### src/rtl/irqc_pkg.sv
package irqc_pkg;
   localparam int ADDR_W = 5;
   localparam int NPLANE = 6;   // trig0, trig1, trig2, mask, wake, route

   localparam int PL_TRIG0 = 0;
   localparam int PL_TRIG1 = 1;
   localparam int PL_TRIG2 = 2;
   localparam int PL_MASK  = 3;
   localparam int PL_WAKE  = 4;
   localparam int PL_ROUTE = 5;

   localparam logic [ADDR_W-1:0] A_RISE  = 5'h0C;
   localparam logic [ADDR_W-1:0] A_FALL  = 5'h0D;
   localparam logic [ADDR_W-1:0] A_PEND0 = 5'h0E;
   localparam logic [ADDR_W-1:0] A_PEND1 = 5'h0F;

   typedef enum logic [2:0] {
      TRIG_OFF  = 3'b000,
      TRIG_RISE = 3'b001,
      TRIG_FALL = 3'b010,
      TRIG_BOTH = 3'b011,
      TRIG_HIGH = 3'b101,
      TRIG_LOW  = 3'b110
   } trig_e;
endpackage

### src/rtl/irqc_sync.sv
module irqc_sync #(
   parameter int NSRC   = 32,
   parameter int STAGES = 2
) (
   input  logic            clk,
   input  logic            rst_n,
   input  logic [NSRC-1:0] din,
   output logic [NSRC-1:0] sync,
   output logic [NSRC-1:0] prev
);
   if (STAGES < 2) begin : g_bad_stages
      $error("irqc_sync: STAGES must be at least 2");
   end

   logic [STAGES-1:0][NSRC-1:0] pipe_q;
   logic [NSRC-1:0]             prev_q;

   always_ff @(posedge clk or negedge rst_n) begin
      if (!rst_n) begin
         pipe_q <= '0;
         prev_q <= '0;
      end else begin
         pipe_q <= {pipe_q[STAGES-2:0], din};
         prev_q <= pipe_q[STAGES-1];
      end
   end

   assign sync = pipe_q[STAGES-1];
   assign prev = prev_q;
endmodule

### src/rtl/irqc_regs.sv
module irqc_regs
   import irqc_pkg::*;
#(
   parameter int NSRC = 32
) (
   input  logic                         clk,
   input  logic                         rst_n,
   input  logic                         bus_we,
   input  logic [ADDR_W-1:0]            bus_addr,
   input  logic [NSRC-1:0]              bus_wdata,
   output logic [NPLANE-1:0][NSRC-1:0]  plane_q,
   output logic [NSRC-1:0]              rise_ack,
   output logic [NSRC-1:0]              fall_ack
);
   for (genvar p = 0; p < NPLANE; p++) begin : g_plane
      localparam logic [ADDR_W-1:0] SET_A = ADDR_W'(2 * p);
      localparam logic [ADDR_W-1:0] CLR_A = ADDR_W'(2 * p + 1);
      logic            hit_set, hit_clr;
      logic [NSRC-1:0] bits_q;

      assign hit_set = bus_we && (bus_addr == SET_A);
      assign hit_clr = bus_we && (bus_addr == CLR_A);

      always_ff @(posedge clk or negedge rst_n) begin
         if (!rst_n)       bits_q <= '0;
         else if (hit_set) bits_q <= bits_q | bus_wdata;
         else if (hit_clr) bits_q <= bits_q & ~bus_wdata;
      end

      assign plane_q[p] = bits_q;
   end

   assign rise_ack = (bus_we && bus_addr == A_RISE) ? bus_wdata : '0;
   assign fall_ack = (bus_we && bus_addr == A_FALL) ? bus_wdata : '0;
endmodule

### src/rtl/irqc_trigger.sv
module irqc_trigger
   import irqc_pkg::*;
#(
   parameter int NSRC = 32
) (
   input  logic            clk,
   input  logic            rst_n,
   input  logic [NSRC-1:0] trig0,
   input  logic [NSRC-1:0] trig1,
   input  logic [NSRC-1:0] trig2,
   input  logic [NSRC-1:0] sync,
   input  logic [NSRC-1:0] prev,
   input  logic [NSRC-1:0] rise_ack,
   input  logic [NSRC-1:0] fall_ack,
   output logic [NSRC-1:0] rise_q,
   output logic [NSRC-1:0] fall_q,
   output logic [NSRC-1:0] active
);
   for (genvar i = 0; i < NSRC; i++) begin : g_src
      trig_e code;
      logic  rise_en, fall_en, both, rise_hit, fall_hit, rise_clr, fall_clr;
      logic  r_q, f_q, act;

      assign code     = trig_e'({trig2[i], trig1[i], trig0[i]});
      assign both     = (code == TRIG_BOTH);
      assign rise_en  = (code == TRIG_RISE) || both;
      assign fall_en  = (code == TRIG_FALL) || both;
      assign rise_hit = rise_en && sync[i] && !prev[i];
      assign fall_hit = fall_en && !sync[i] && prev[i];
      assign rise_clr = rise_ack[i] || (both && fall_ack[i]);
      assign fall_clr = fall_ack[i] || (both && rise_ack[i]);

      // a new edge in the acknowledge cycle wins over the clear
      always_ff @(posedge clk or negedge rst_n) begin
         if (!rst_n) begin
            r_q <= 1'b0;
            f_q <= 1'b0;
         end else begin
            r_q <= rise_hit || (r_q && !rise_clr);
            f_q <= fall_hit || (f_q && !fall_clr);
         end
      end

      always_comb begin
         case (code)
            TRIG_RISE: act = r_q;
            TRIG_FALL: act = f_q;
            TRIG_BOTH: act = r_q || f_q;
            TRIG_HIGH: act = sync[i];
            TRIG_LOW:  act = !sync[i];
            default:   act = 1'b0;
         endcase
      end

      assign rise_q[i] = r_q;
      assign fall_q[i] = f_q;
      assign active[i] = act;

      AST_DISABLED_QUIET: assert property (@(posedge clk) disable iff (!rst_n)
         (code != TRIG_RISE && code != TRIG_FALL && code != TRIG_BOTH &&
          code != TRIG_HIGH && code != TRIG_LOW) |-> !act);
      AST_RISE_HOLD: assert property (@(posedge clk) disable iff (!rst_n)
         (r_q && !rise_clr) |=> r_q);
      AST_FALL_HOLD: assert property (@(posedge clk) disable iff (!rst_n)
         (f_q && !fall_clr) |=> f_q);
   end
endmodule

### src/rtl/irqc_top.sv
module irqc_top
   import irqc_pkg::*;
#(
   parameter int NSRC        = 32,
   parameter int SYNC_STAGES = 2
) (
   input  logic              clk,
   input  logic              rst_n,
   input  logic [NSRC-1:0]   src_in,
   input  logic              bus_we,
   input  logic [4:0]        bus_addr,
   input  logic [NSRC-1:0]   bus_wdata,
   output logic [NSRC-1:0]   bus_rdata,
   output logic              req0,
   output logic              req1,
   output logic              wake
);
   if (NSRC < 1 || NSRC > 32) begin : g_bad_nsrc
      $error("irqc_top: NSRC must lie in 1..32");
   end

   logic [NPLANE-1:0][NSRC-1:0] plane_q;
   logic [NSRC-1:0] rise_ack, fall_ack, sync, prev, rise_q, fall_q, active;
   logic [NSRC-1:0] mask_q, route_q, wake_en_q, pend0, pend1, wake_src;

   irqc_sync #(.NSRC(NSRC), .STAGES(SYNC_STAGES)) u_sync (
      .clk(clk), .rst_n(rst_n), .din(src_in), .sync(sync), .prev(prev));

   irqc_regs #(.NSRC(NSRC)) u_regs (
      .clk(clk), .rst_n(rst_n), .bus_we(bus_we), .bus_addr(bus_addr),
      .bus_wdata(bus_wdata), .plane_q(plane_q),
      .rise_ack(rise_ack), .fall_ack(fall_ack));

   irqc_trigger #(.NSRC(NSRC)) u_trig (
      .clk(clk), .rst_n(rst_n),
      .trig0(plane_q[PL_TRIG0]), .trig1(plane_q[PL_TRIG1]), .trig2(plane_q[PL_TRIG2]),
      .sync(sync), .prev(prev), .rise_ack(rise_ack), .fall_ack(fall_ack),
      .rise_q(rise_q), .fall_q(fall_q), .active(active));

   assign mask_q    = plane_q[PL_MASK];
   assign route_q   = plane_q[PL_ROUTE];
   assign wake_en_q = plane_q[PL_WAKE];
   assign pend0     = active & mask_q & route_q;
   assign pend1     = active & mask_q & ~route_q;
   assign wake_src  = active & wake_en_q;

   always_ff @(posedge clk or negedge rst_n) begin
      if (!rst_n) begin
         req0 <= 1'b0;
         req1 <= 1'b0;
         wake <= 1'b0;
      end else begin
         req0 <= |pend0;
         req1 <= |pend1;
         wake <= |wake_src;
      end
   end

   always_comb begin
      bus_rdata = '0;
      for (int p = 0; p < NPLANE; p++) begin
         if (bus_addr[ADDR_W-1:1] == (ADDR_W-1)'(p)) bus_rdata = plane_q[p];
      end
      case (bus_addr)
         A_RISE:  bus_rdata = rise_q;
         A_FALL:  bus_rdata = fall_q;
         A_PEND0: bus_rdata = pend0;
         A_PEND1: bus_rdata = pend1;
         default: ;
      endcase
   end

   AST_MASKED_NO_REQ: assert property (@(posedge clk) disable iff (!rst_n)
      (mask_q == '0) |=> (!req0 && !req1));
   AST_ROUTE_EXCLUSIVE: assert property (@(posedge clk) disable iff (!rst_n)
      ((pend0 & pend1) == '0));
   AST_WAKE_NEEDS_ENABLE: assert property (@(posedge clk) disable iff (!rst_n)
      (wake_en_q == '0) |=> !wake);
   AST_IDLE_NO_REQ: assert property (@(posedge clk) disable iff (!rst_n)
      (active == '0) |=> (!req0 && !req1 && !wake));
endmodule

### config.mk
export PLATFORM = sky130hd
export DESIGN_NAME = irqc_top
export DESIGN_NICKNAME = d
export VERILOG_FILES = /design/src/rtl/irqc_pkg.sv /design/src/rtl/irqc_sync.sv /design/src/rtl/irqc_regs.sv /design/src/rtl/irqc_trigger.sv /design/src/rtl/irqc_top.sv
export SDC_FILE = /design/constraint.sdc
export NUM_CORES = 1
export LEC_CHECK = 0
export ABC_AREA = 1
export BUFFER_PORTS_ARGS = -buffer_cell sky130_fd_sc_hd__buf_2
export CAP_MARGIN = 10
export CORE_MARGIN = 10
export CORE_UTILIZATION = 40
export DETAILED_ROUTE_END_ITERATION = 16
export GPL_ROUTABILITY_DRIVEN = 0
export PLACE_DENSITY = 0.56
export SLEW_MARGIN = 20
export SYNTH_ARGS = -nofsm -noshare
export SYNTH_HDL_FRONTEND = slang
export SYNTH_SLANG_ARGS = --single-unit
### constraint.sdc
create_clock -name clk -period 3.6 [get_ports clk]
set_input_delay 0 -clock clk [delete_from_list [all_inputs] [get_ports clk]]
set_output_delay 0 -clock clk [all_outputs]
set_load 0.01 [all_outputs]
==> results of run 1 <==
synthesized netlist by cell type (28+ instances only):
cell type / n
clkbuf_1: 90
nand2_1: 575
mux2i_1: 32
a21oi_1: 180
o22ai_1: 28
dfrtp_1: 355
nand3_1: 276
buf_2: 32
nor4_1: 32
a31oi_1: 96
o21ai_0: 176
o21ai_1: 100
inv_1: 223
nor2_1: 106
kinds of logic after synthesis:
kind of cell | share of synthesized area (%)
AOI/OAI and AO/OA | 17.5
buffers and inverters | 7.51
DFF | 48.7
muxes | 1.76
and+or+nand+nor | 24.5
power by group:
part           internal [µW]  leakage, µW  switching, µW  total [µW]
Combinational            896      0.00522           1670        2570
Sequential              4650      0.00417            632        5290
Clock                   2520     0.000674           1760        4270
Total                   8070       0.0101           4060       12100
worst register-to-register path, delay by kind of cell, from the launching register on:
| family | cells | cell delay, ns |
|---|---|---|
| flip-flops | 1 | 0.40 |
| buffers and inverters | 1 | 0.09 |
| AND/OR/NAND/NOR | 10 | 1.35 |
cell type report:
class	instances	share of cell area, %
Antenna cell	1	0.0116
Timing Repair Buffer	228	7.94
Clock inverter	14	0.596
Tap cell	600	3.47
Clock buffer	61	5.70
Multi-Input combinational cell	1661	37.2
Sequential cell	355	41.1
Inverter	231	4.01
timing repair:
| item | 4_1_cts | 5_1_grt |
|---|---|---|
| hold endpoints to repair | 382 | 0 |
| hold buffers | 84 | 0 |
| resized for setup | 0 | 0 |
metrics by stage:
stage | hold slack [ns] | util (%) | instance area [µm²] | worst slack, ns | std cells
after CTS | 0.00449 | 47.9 | 21600 | 1.25 | 3150
after detailed placement | 0.109 | 43.0 | 19400 | 1.22 | 2991
after global routing | 0.0447 | 47.9 | 21600 | 1.09 | 3150
after floorplan | -0.296 | - | 18200 | 2.24 | 2370
final | 0.0323 | 47.9 | 21600 | 1.19 | 3151
after global placement | 0.107 | 43.0 | 19400 | 1.28 | 2991
placed cells by master, fill, tap and decap left out, drive strengths merged:
master       Yosys  layout
nand3b           1       1
nor3             5       5
inv            231     232
nand3          276     276
clkinvlp         0       2
nand4           27      27
mux2i           32      32
o21ai          276     276
nor2           115     115
dlygate4sd3      0      84
a221oi           1       1
o2111ai          3       3
dfrtp          355     355
nor4            33      33
clkbuf          90      61
a21oi          180     180
a31oi           96      96
bufinv           0       2
o21bai           5       5
o22ai           28      28
clkinv           0       9
buf             33     144
nand2          575     575
o2111a           1       1
o211ai           7       7
diode            0       1
per-layer routing:
| layer | part of all wire (%) | global-route usage, % |
|---|---|---|
| met5 | 0 | 0 |
| met4 | 2.3 | 7.14 |
| met3 | 7.1 | 3.45 |
| met2 | 45 | 35.3 |
| met1 | 45 | 32.3 |
worst paths after layout:
| kind | start | to | slack (ns) | depth (start not counted) |
|---|---|---|---|---|
| setup reg to reg | flip-flop | req1$_DFF_PN0_ | 1.63 | 11 |
| hold reg to reg | u_sync.pipe_q[24]$_DFF_PN0_ | u_sync.sync[24]$_DFF_PN0_ | 0.34 | 0 |
| setup / recovery | bus_addr[3] | bus_rdata[19] | 1.19 | 10 |
| hold / removal | bus_we | flip-flop | 0.03 | 5 |
| min in group asynchronous | rst_n | u_sync.pipe_q[7]$_DFF_PN0_ | 0.08 | 2 |
| max in group asynchronous | rst_n | async pin | 2.44 | 3 |
==> impl_results.md, run 1 <==
* Pins Over Slew Limit at 0
* Setup Skew at 0.0187 ns
* Number of I/O pins at 107
* Fin nets at 2591
* Maximum clock rate at 415 MHz
* Total Neg Setup Slack at 0 ns
* Slew headroom at 25.4%
* Initial DRC Count at 1783
* Remaining global-route overflow at 0
* Slowest cell delay on critical path at 0.58 ns
* Register area share after synthesis at 48.7%
* Delay-heaviest family, CP: simple AND/OR/NAND/NOR gates
* Final setup vio count at 0
* Core Rows at 78
* PwrDens at 561 mW/mm²
* Initial antenna violation count at 1
* EDFF count, synth at 0
* Req. time, crit path at 3.60 ns
* Area occupied by multi-input gates at 0.00805 mm²
* Via count at 17561
* Worst Path Buf+Inv at 3
* Post-synthesis area per instance at 7.69 µm²
* Routed Antenna Nets at 0
* Maximum clock insertion buffer count at 3
* Worst VDD drop at 270 µV
* Die X at 234 µm
* Area leader, netlist: dfrtp_1
* Die Ht at 234 µm
* Register Area at 0.00888 mm²
* CTS Sinks at 355
* Post-DP HPWL at 38.5 mm
* Setup Buffers After CTS at 0
* Endpoints failing hold at 0
* Hold WC Path Type: in -> reg
* H-Tree Depth at 2
* Post-Route WL at 62.3 mm
* Total GRT Usage at 22.8%
* Unrepaired setup endpoints after global routing: false
* Distinct cells, synth at 29
* Core area at 0.0452 mm²
* Initial Util at 40.4%
* TritonCTS buffer count at 42
* Setup crit end kind: output pin
* Worst-path clk slew at 0.06 ns
* # DRC at 0
* IO buf count at 106
* Fraction of registers with async set/reset at 100%
* Critical Path Source Type: input pin
* Register bit count reported by yosys at 355
* Layout Area Growth over Synthesis at 18.6%
* Syn Inst Count at 2370
* First-pass GRT wire length at 97.6 mm
* Static leakage at 0.0101 µW
* Synth top area cells: dfrtp_1 49%, nand2_1 12%, nand3_1 7.6%
* Post-Syn Nets at 2442
* Synthesized area at 0.0182 mm²
* YS warnings at 0
* Vias in the first global route at 16805
* Clock Latency Late Sink at 0.57 ns
* Clock root buffer: clkbuf_16
* Kind of critical path: in -> out
* Max_cap viols at 0
* Slowest cell on the critical path: nor2_2
* CP Data Arrival Time at 2.41 ns
* Tot Pwr at 12100 µW
* Final Cycle Share at 66.9%
* Period minus WS final at 2.41 ns
* Largest net degree at the start of global routing at 102
* Slew @ Worst Pin at 1.12 ns
* Pre-Repair DR Iteration Count at 8
* Status: complete, no violations
* Top-area cell type share of the netlist area at 48.7%
* Die ar. at 0.0545 mm²
* Fill count at 4467
* Critical Path Fanout Max at 9
* CTS tree: yes
* Most used DFF post-synth: dfrtp_1
* Via/cell ratio at 5.57
* WL/cell at 19.8 µm
* Critical path, cell by cell: buf_2 > nor2_2 > nand2_1 > buf_4 > o22ai_1 > a21oi_1 > nand2_1 > a21oi_1 > o211ai_1 > buf_2
* Layout cells sized above 1 at 9.41%
Power figures use the tool's default switching activity.
==> run 2: changes to the inputs <==
- PLACE_DENSITY: 0.56 -> 0.58
- clock period: 3.6 -> 2.2 ns (I/O delays scaled with it)
==> impl_results.md, run 2 (synthesis gave the netlist of run 1 again) <==
* Status: complete, no violations
* Unrepaired setup endpoints after global routing: true
* Initial antenna violation count at 0
* Commonest non-fill, non-tap cell in the layout: nand2_1
* CP Data Arrival Time at 2.15 ns
* Final Cycle Share at 97.6%
* Max_cap viols at 0
* Die ar. at 0.0545 mm²
* Post-DP HPWL at 40.2 mm
* Critical Path Source Type: flip-flop
* Die X at 234 µm
* Number of I/O pins at 107
* Via count at 17825
* Layout Area Growth over Synthesis at 23.0%
* CTS Sinks at 355
* Ant diodes at 0
* Req. time, crit path at 2.20 ns
* Slew @ Worst Pin at 1.11 ns
* TritonCTS buffer count at 41
* Total GRT Usage at 22.7%
* Delay-heaviest family, CP: simple AND/OR/NAND/NOR gates
* Routed Antenna Nets at 0
* Most frequent CP cell: nand3_2
* Core Rows at 78
* Final setup vio count at 0
* Maximum clock insertion buffer count at 3
* Endpoints failing hold at 0
* Fin nets at 2620
* Slew headroom at 25.9%
* Hold slack at 0.0667 ns
* Critical Path Fanout Max at 4
* Total Neg Setup Slack at 0 ns
* Largest net degree at the start of global routing at 65
* Maximum clock rate at 466 MHz
* Initial DRC Count at 1836
* Critical path, cell by cell: inv_2 > nand3_2 > nand2_1 > nand2_1 > nand3_2 > nand3_2 > o21bai_1 > nor2_1 > o211ai_1 > buf_2
* H-Tree Depth at 2
* Remaining global-route overflow at 0
* Worst Reg2Reg Path Length in Cells at 11
* Setup Skew at 0.0212 ns
* Worst VDD drop at 515 µV
* Core area at 0.0452 mm²
* Worst Path Buf+Inv at 2
* Kind of critical path: reg -> out
* Setup crit end kind: output pin
* Pre-Repair DR Iteration Count at 6
* R2R Path End: req1$_DFF_PN0_
* Die Ht at 234 µm
* Clock Latency Late Sink at 0.57 ns
* Hold path depth at 2
* Tot Pwr at 20500 µW
* # DRC at 0
* WHS Endpoint: u_sync.pipe_q[24]$_DFF_PN0_
* Initial Util at 40.4%
* Hold WC Path Type: in -> reg
* Period minus WS final at 2.15 ns
* Setup slack, reg-to-reg at 0.49 ns
* Post-Route WL at 63.1 mm
* Clock root buffer: clkbuf_16
* Pins Over Slew Limit at 0
* Vias in the first global route at 16867
* Static leakage at 0.0105 µW
* PwrDens at 915 mW/mm²
* Via/cell ratio at 5.61
* Hold_sp: src_in[24]
* Worst-path clk slew at 0.06 ns
* Slowest cell delay on critical path at 0.43 ns
* First-pass GRT wire length at 96.7 mm
* Layout cells sized above 1 at 15.8%
* Commonest cells after routing, fill and taps aside: 563 x nand2_1, 352 x dfrtp_1, 209 x nand3_1, 198 x inv_1, 180 x a21oi_1
* Slowest cell on the critical path: dfrtp_1
* IO buf count at 106
* WL/cell at 19.9 µm
* CTS tree: yes
-- run 2: cell count changes in the layout (fill, tap and decap cells not counted), moves of 27 or more --
cell and change:
nand3_1 -65, nand3_2 +62, buf_4 +35, o21ai_0 -32, o21ai_1 +27
-- run 2: through the flow --
| step | util [%] | setup slack (ns) | area (µm²) | cells |
|---|---|---|---|---|
| after global placement | 43.6 | 0.249 | 19700 | 3017 |
| after global routing | 49.6 | -0.0979 | 22400 | 3176 |
| after detailed placement | 43.6 | 0.172 | 19700 | 3017 |
| after CTS | 48.5 | -0.0103 | 21900 | 3159 |
| after floorplan | - | 0.843 | 18200 | 2370 |
| final | 49.6 | 0.0518 | 22400 | 3176 |
-- run 2: final cells by class --
class | count | area, µm²
inverters | 231 | 867
clock buffers | 57 | 1200
well taps | 600 | 751
clock inverters | 14 | 176
fillers | 4331 | 22800
flip-flops and latches | 355 | 8890
repair buffers | 258 | 2030
multi-input cells | 1661 | 8520
-- run 2: worst max-delay path by stage --
| stage | cells past startpoint | end | start | slack (ns) |
|---|---|---|---|---|
| after floorplan | 12 | req1$_DFF_PN0_ | flip-flop | 0.84 |
| after global placement | 10 | flip-flop | bus_addr[1] | 0.25 |
| after detailed placement | 10 | flip-flop | bus_addr[1] | 0.17 |
| after CTS | 11 | bus_rdata[29] | flip-flop | -0.01 |
| after global routing | 9 | bus_rdata[15] | flip-flop | -0.1 |
| final | 10 | bus_rdata[19] | flip-flop | 0.05 |
-- run 2: where the power goes --
part | internal [µW] | total [µW] | switching [µW] | leakage [µW]
Clock | 4260 | 7090 | 2830 | 0.000681
Combinational | 1740 | 4700 | 2960 | 0.00564
Sequential | 7620 | 8740 | 1120 | 0.00417
Total | 13600 | 20500 | 6910 | 0.0105
-- run 2: metal layers --
metal | track usage (%) | part of all wire (%) | routed length, µm | up-vias
met5 | 0 | 0 | 0 | -
met4 | 8.35 | 2.9 | 1860 | 0
met3 | 3.23 | 7.1 | 4500 | 113
met2 | 36.0 | 46 | 29200 | 719
met1 | 31.1 | 44 | 27600 | 8582
li1 | - | - | - | 8411
-- run 2: repair_timing --
action / 4_1_cts / 5_1_grt
pin swaps: 1 / 25
resized for setup: 29 / 137
setup endpoints to repair: 21 / 32
gates cloned: 0 / 0
setup buffers: 0 / 17
hold buffers: 71 / 0
endpoints found under the hold margin: 556 / 0
==> run 3: changes to the inputs <==
- ABC_AREA: 1 -> unset
==> impl_results.md, run 3 <==
* Status: complete, no violations
* Die ar. at 0.0543 mm²
* Initial Util at 40.8%
* Post-Syn Nets at 1897
* Fill count at 4169
* Critical Path Source Type: flip-flop
* Remaining global-route overflow at 0
* Post-synthesis area per instance at 9.95 µm²
* Final setup vio count at 0
* Syn Inst Count at 1825
* Slowest cell on the critical path: dfrtp_2
* Vias in the first global route at 15821
* Maximum clock rate at 461 MHz
* Period minus WS final at 2.17 ns
* Initial antenna violation count at 2
* Worst-path clk slew at 0.06 ns
* Kind of critical path: reg -> out
* Top-count cell post-synth: dfrtp_1
* Slew headroom at 52.6%
* YS warnings at 0
* Req. time, crit path at 2.20 ns
* Core area at 0.0445 mm²
* Register area share after synthesis at 48.9%
* Largest net degree at the start of global routing at 82
* Commonest non-fill, non-tap cell in the layout: nand2_1
* Area leader, netlist: dfrtp_1
* Pins Over Slew Limit at 0
* Max_cap viols at 0
* Worst slack, placed at 0.163 ns
* CP Data Arrival Time at 2.17 ns
* Clock root buffer: clkbuf_16
* IO buf count at 106
* Initial DRC Count at 1778
* Maximum clock insertion buffer count at 3
* Core Rows at 77
* Fin util at 49.3%
* Post-route setup slack at 0.0295 ns
* Die X at 233 µm
* Slowest cell delay on critical path at 0.42 ns
* TritonCTS buffer count at 42
* Top post-synthesis cells by count: 355 x dfrtp_1, 342 x nand2_1, 123 x o21ai_0
* Setup crit end kind: output pin
* # DRC at 0
* Die Ht at 233 µm
* CTS tree: yes
* First-pass GRT wire length at 98.3 mm
* Setup Skew at 0.00984 ns
* Post-Route WL at 64.6 mm
* Worst Path Buf+Inv at 2
* Final Cycle Share at 98.7%
* CTS Sinks at 355
* Fin nets at 2085
* Fin area at 0.0219 mm²
* Commonest cells after routing, fill and taps aside: 342 x nand2_1, 332 x dfrtp_1, 110 x o21ai_0, 103 x buf_2, 87 x buf_4
* Register bit count reported by yosys at 355
* Routed Antenna Nets at 0
* Synthesized area at 0.0182 mm²
* Via/cell ratio at 6.13
* Synth top area cells: dfrtp_1 49%, nand2_1 7.1%, mux2_2 4.0%
* Layout Area Growth over Synthesis at 20.8%
* H-Tree Depth at 2
* Static leakage at 0.00930 µW
* Total GRT Usage at 23.6%
* Critical Path Fanout Max at 7
* Most used DFF post-synth: dfrtp_1
* Ant diodes at 0
* Post-DP HPWL at 42.9 mm
* Number of I/O pins at 107
* EDFF count, synth at 0
* Unrepaired setup endpoints after global routing: true
* Delay-heaviest family, CP: simple AND/OR/NAND/NOR gates
* Critical path, cell by cell: nand3b_1 > nand4_1 > and2_4 > a222oi_1 > o21ai_1 > buf_4 > buf_6
* Worst VDD drop at 582 µV
* Top-area cell type share of the netlist area at 48.9%
* WL/cell at 24.5 µm
* Pre-Repair DR Iteration Count at 8
* Tot Pwr at 18600 µW
* PwrDens at 849 mW/mm²
* Distinct cells, synth at 55
* Clock Latency Late Sink at 0.57 ns
* Slew @ Worst Pin at 0.711 ns
* Endpoints failing hold at 0
* Via count at 16156
* Fraction of registers with async set/reset at 100%
* Hold WC Path Type: in -> reg
* Dpl cell area at 0.0196 mm²
* Layout cells sized above 1 at 18.9%
-- run 3: cell count changes after synthesis, sizes merged, moves of 40 or more --
cell and change:
a21oi -108, a22oi +45, mux2 +118, nand3 -248, nand2 -232, nand3b +60
o21ai -124, nor2 -85, a32o +40, inv -187
-- run 3: where the power goes --
part           leakage [µW]  switching, µW  internal [µW]
clock network      0.000699           2800           4410
registers           0.00434           1020           7350
logic               0.00426           1640           1400
total               0.00930           5450          13200
-- run 3: area by class of cell --
class / instances / area (µm²) / area share, %
sequential: 355 / 8910 / 40.6
multi-input combinational: 1296 / 8510 / 38.8
timing repair buffer: 274 / 2180 / 9.93
clock buffer: 67 / 1310 / 5.97
tap: 592 / 741 / 3.38
inverter: 44 / 165 / 0.753
clock inverter: 8 / 118 / 0.536
-- run 3: kinds of logic (layout without fill, tap and decap cells) --
family / Yosys count / after routing / share of synthesized area [%]
buffers and inverters: 174 / 393 / 4.54
muxes: 135 / 135 / 8.28
AOI/OAI and AO/OA: 499 / 499 / 18.3
and+or+nand+nor: 662 / 662 / 20.0
DFF: 355 / 355 / 48.9
-- run 3: what timing repair did --
item                                    in CTS  in global routing
hold endpoints to repair                   643                  0
endpoints found under the setup margin      11                 19
gates resized for setup                     17                 31
hold buffers                                66                  0
pin swaps                                    6                 14
buffers inserted                            10                 10
-- run 3: metal layers --
layer	part of all wire (%)	vias up	routed length, µm	GRT usage, %
li1	-	7172	-	-
met1	42	8026	26900	31.1
met2	45	807	29300	36.7
met3	9.7	147	6270	6.02
met4	3.3	4	2120	8.70
met5	0.042	-	27	0
-- run 3: through the flow --
step | hold WS, ns | instances | TNS, ns
finish | 0.0735 | 2636 | 0
CTS | 0.0488 | 2626 | 0
detailed placement | -0.0598 | 2475 | 0
floorplan | -0.296 | 1825 | 0
global placement | -0.0540 | 2475 | 0
global route | 0.0649 | 2636 | -0.0811
-- run 3: worst paths after layout --
check                                               to                   startpoint  slack, ns  depth (start not counted)
hold / removal             u_sync.pipe_q[21]$_DFF_PN0_                   src_in[21]       0.07                          2
setup reg to reg                        req0$_DFF_PN0_                    flip-flop       0.15                          6
hold reg to reg              u_sync.sync[22]$_DFF_PN0_  u_sync.pipe_q[22]$_DFF_PN0_       0.35                          0
min in group asynchronous    u_sync.sync[19]$_DFF_PN0_                        rst_n       0.11                          3
setup / recovery                          bus_rdata[1]                    flip-flop       0.03                          7
max in group asynchronous                    async pin                        rst_n       1.59                          3
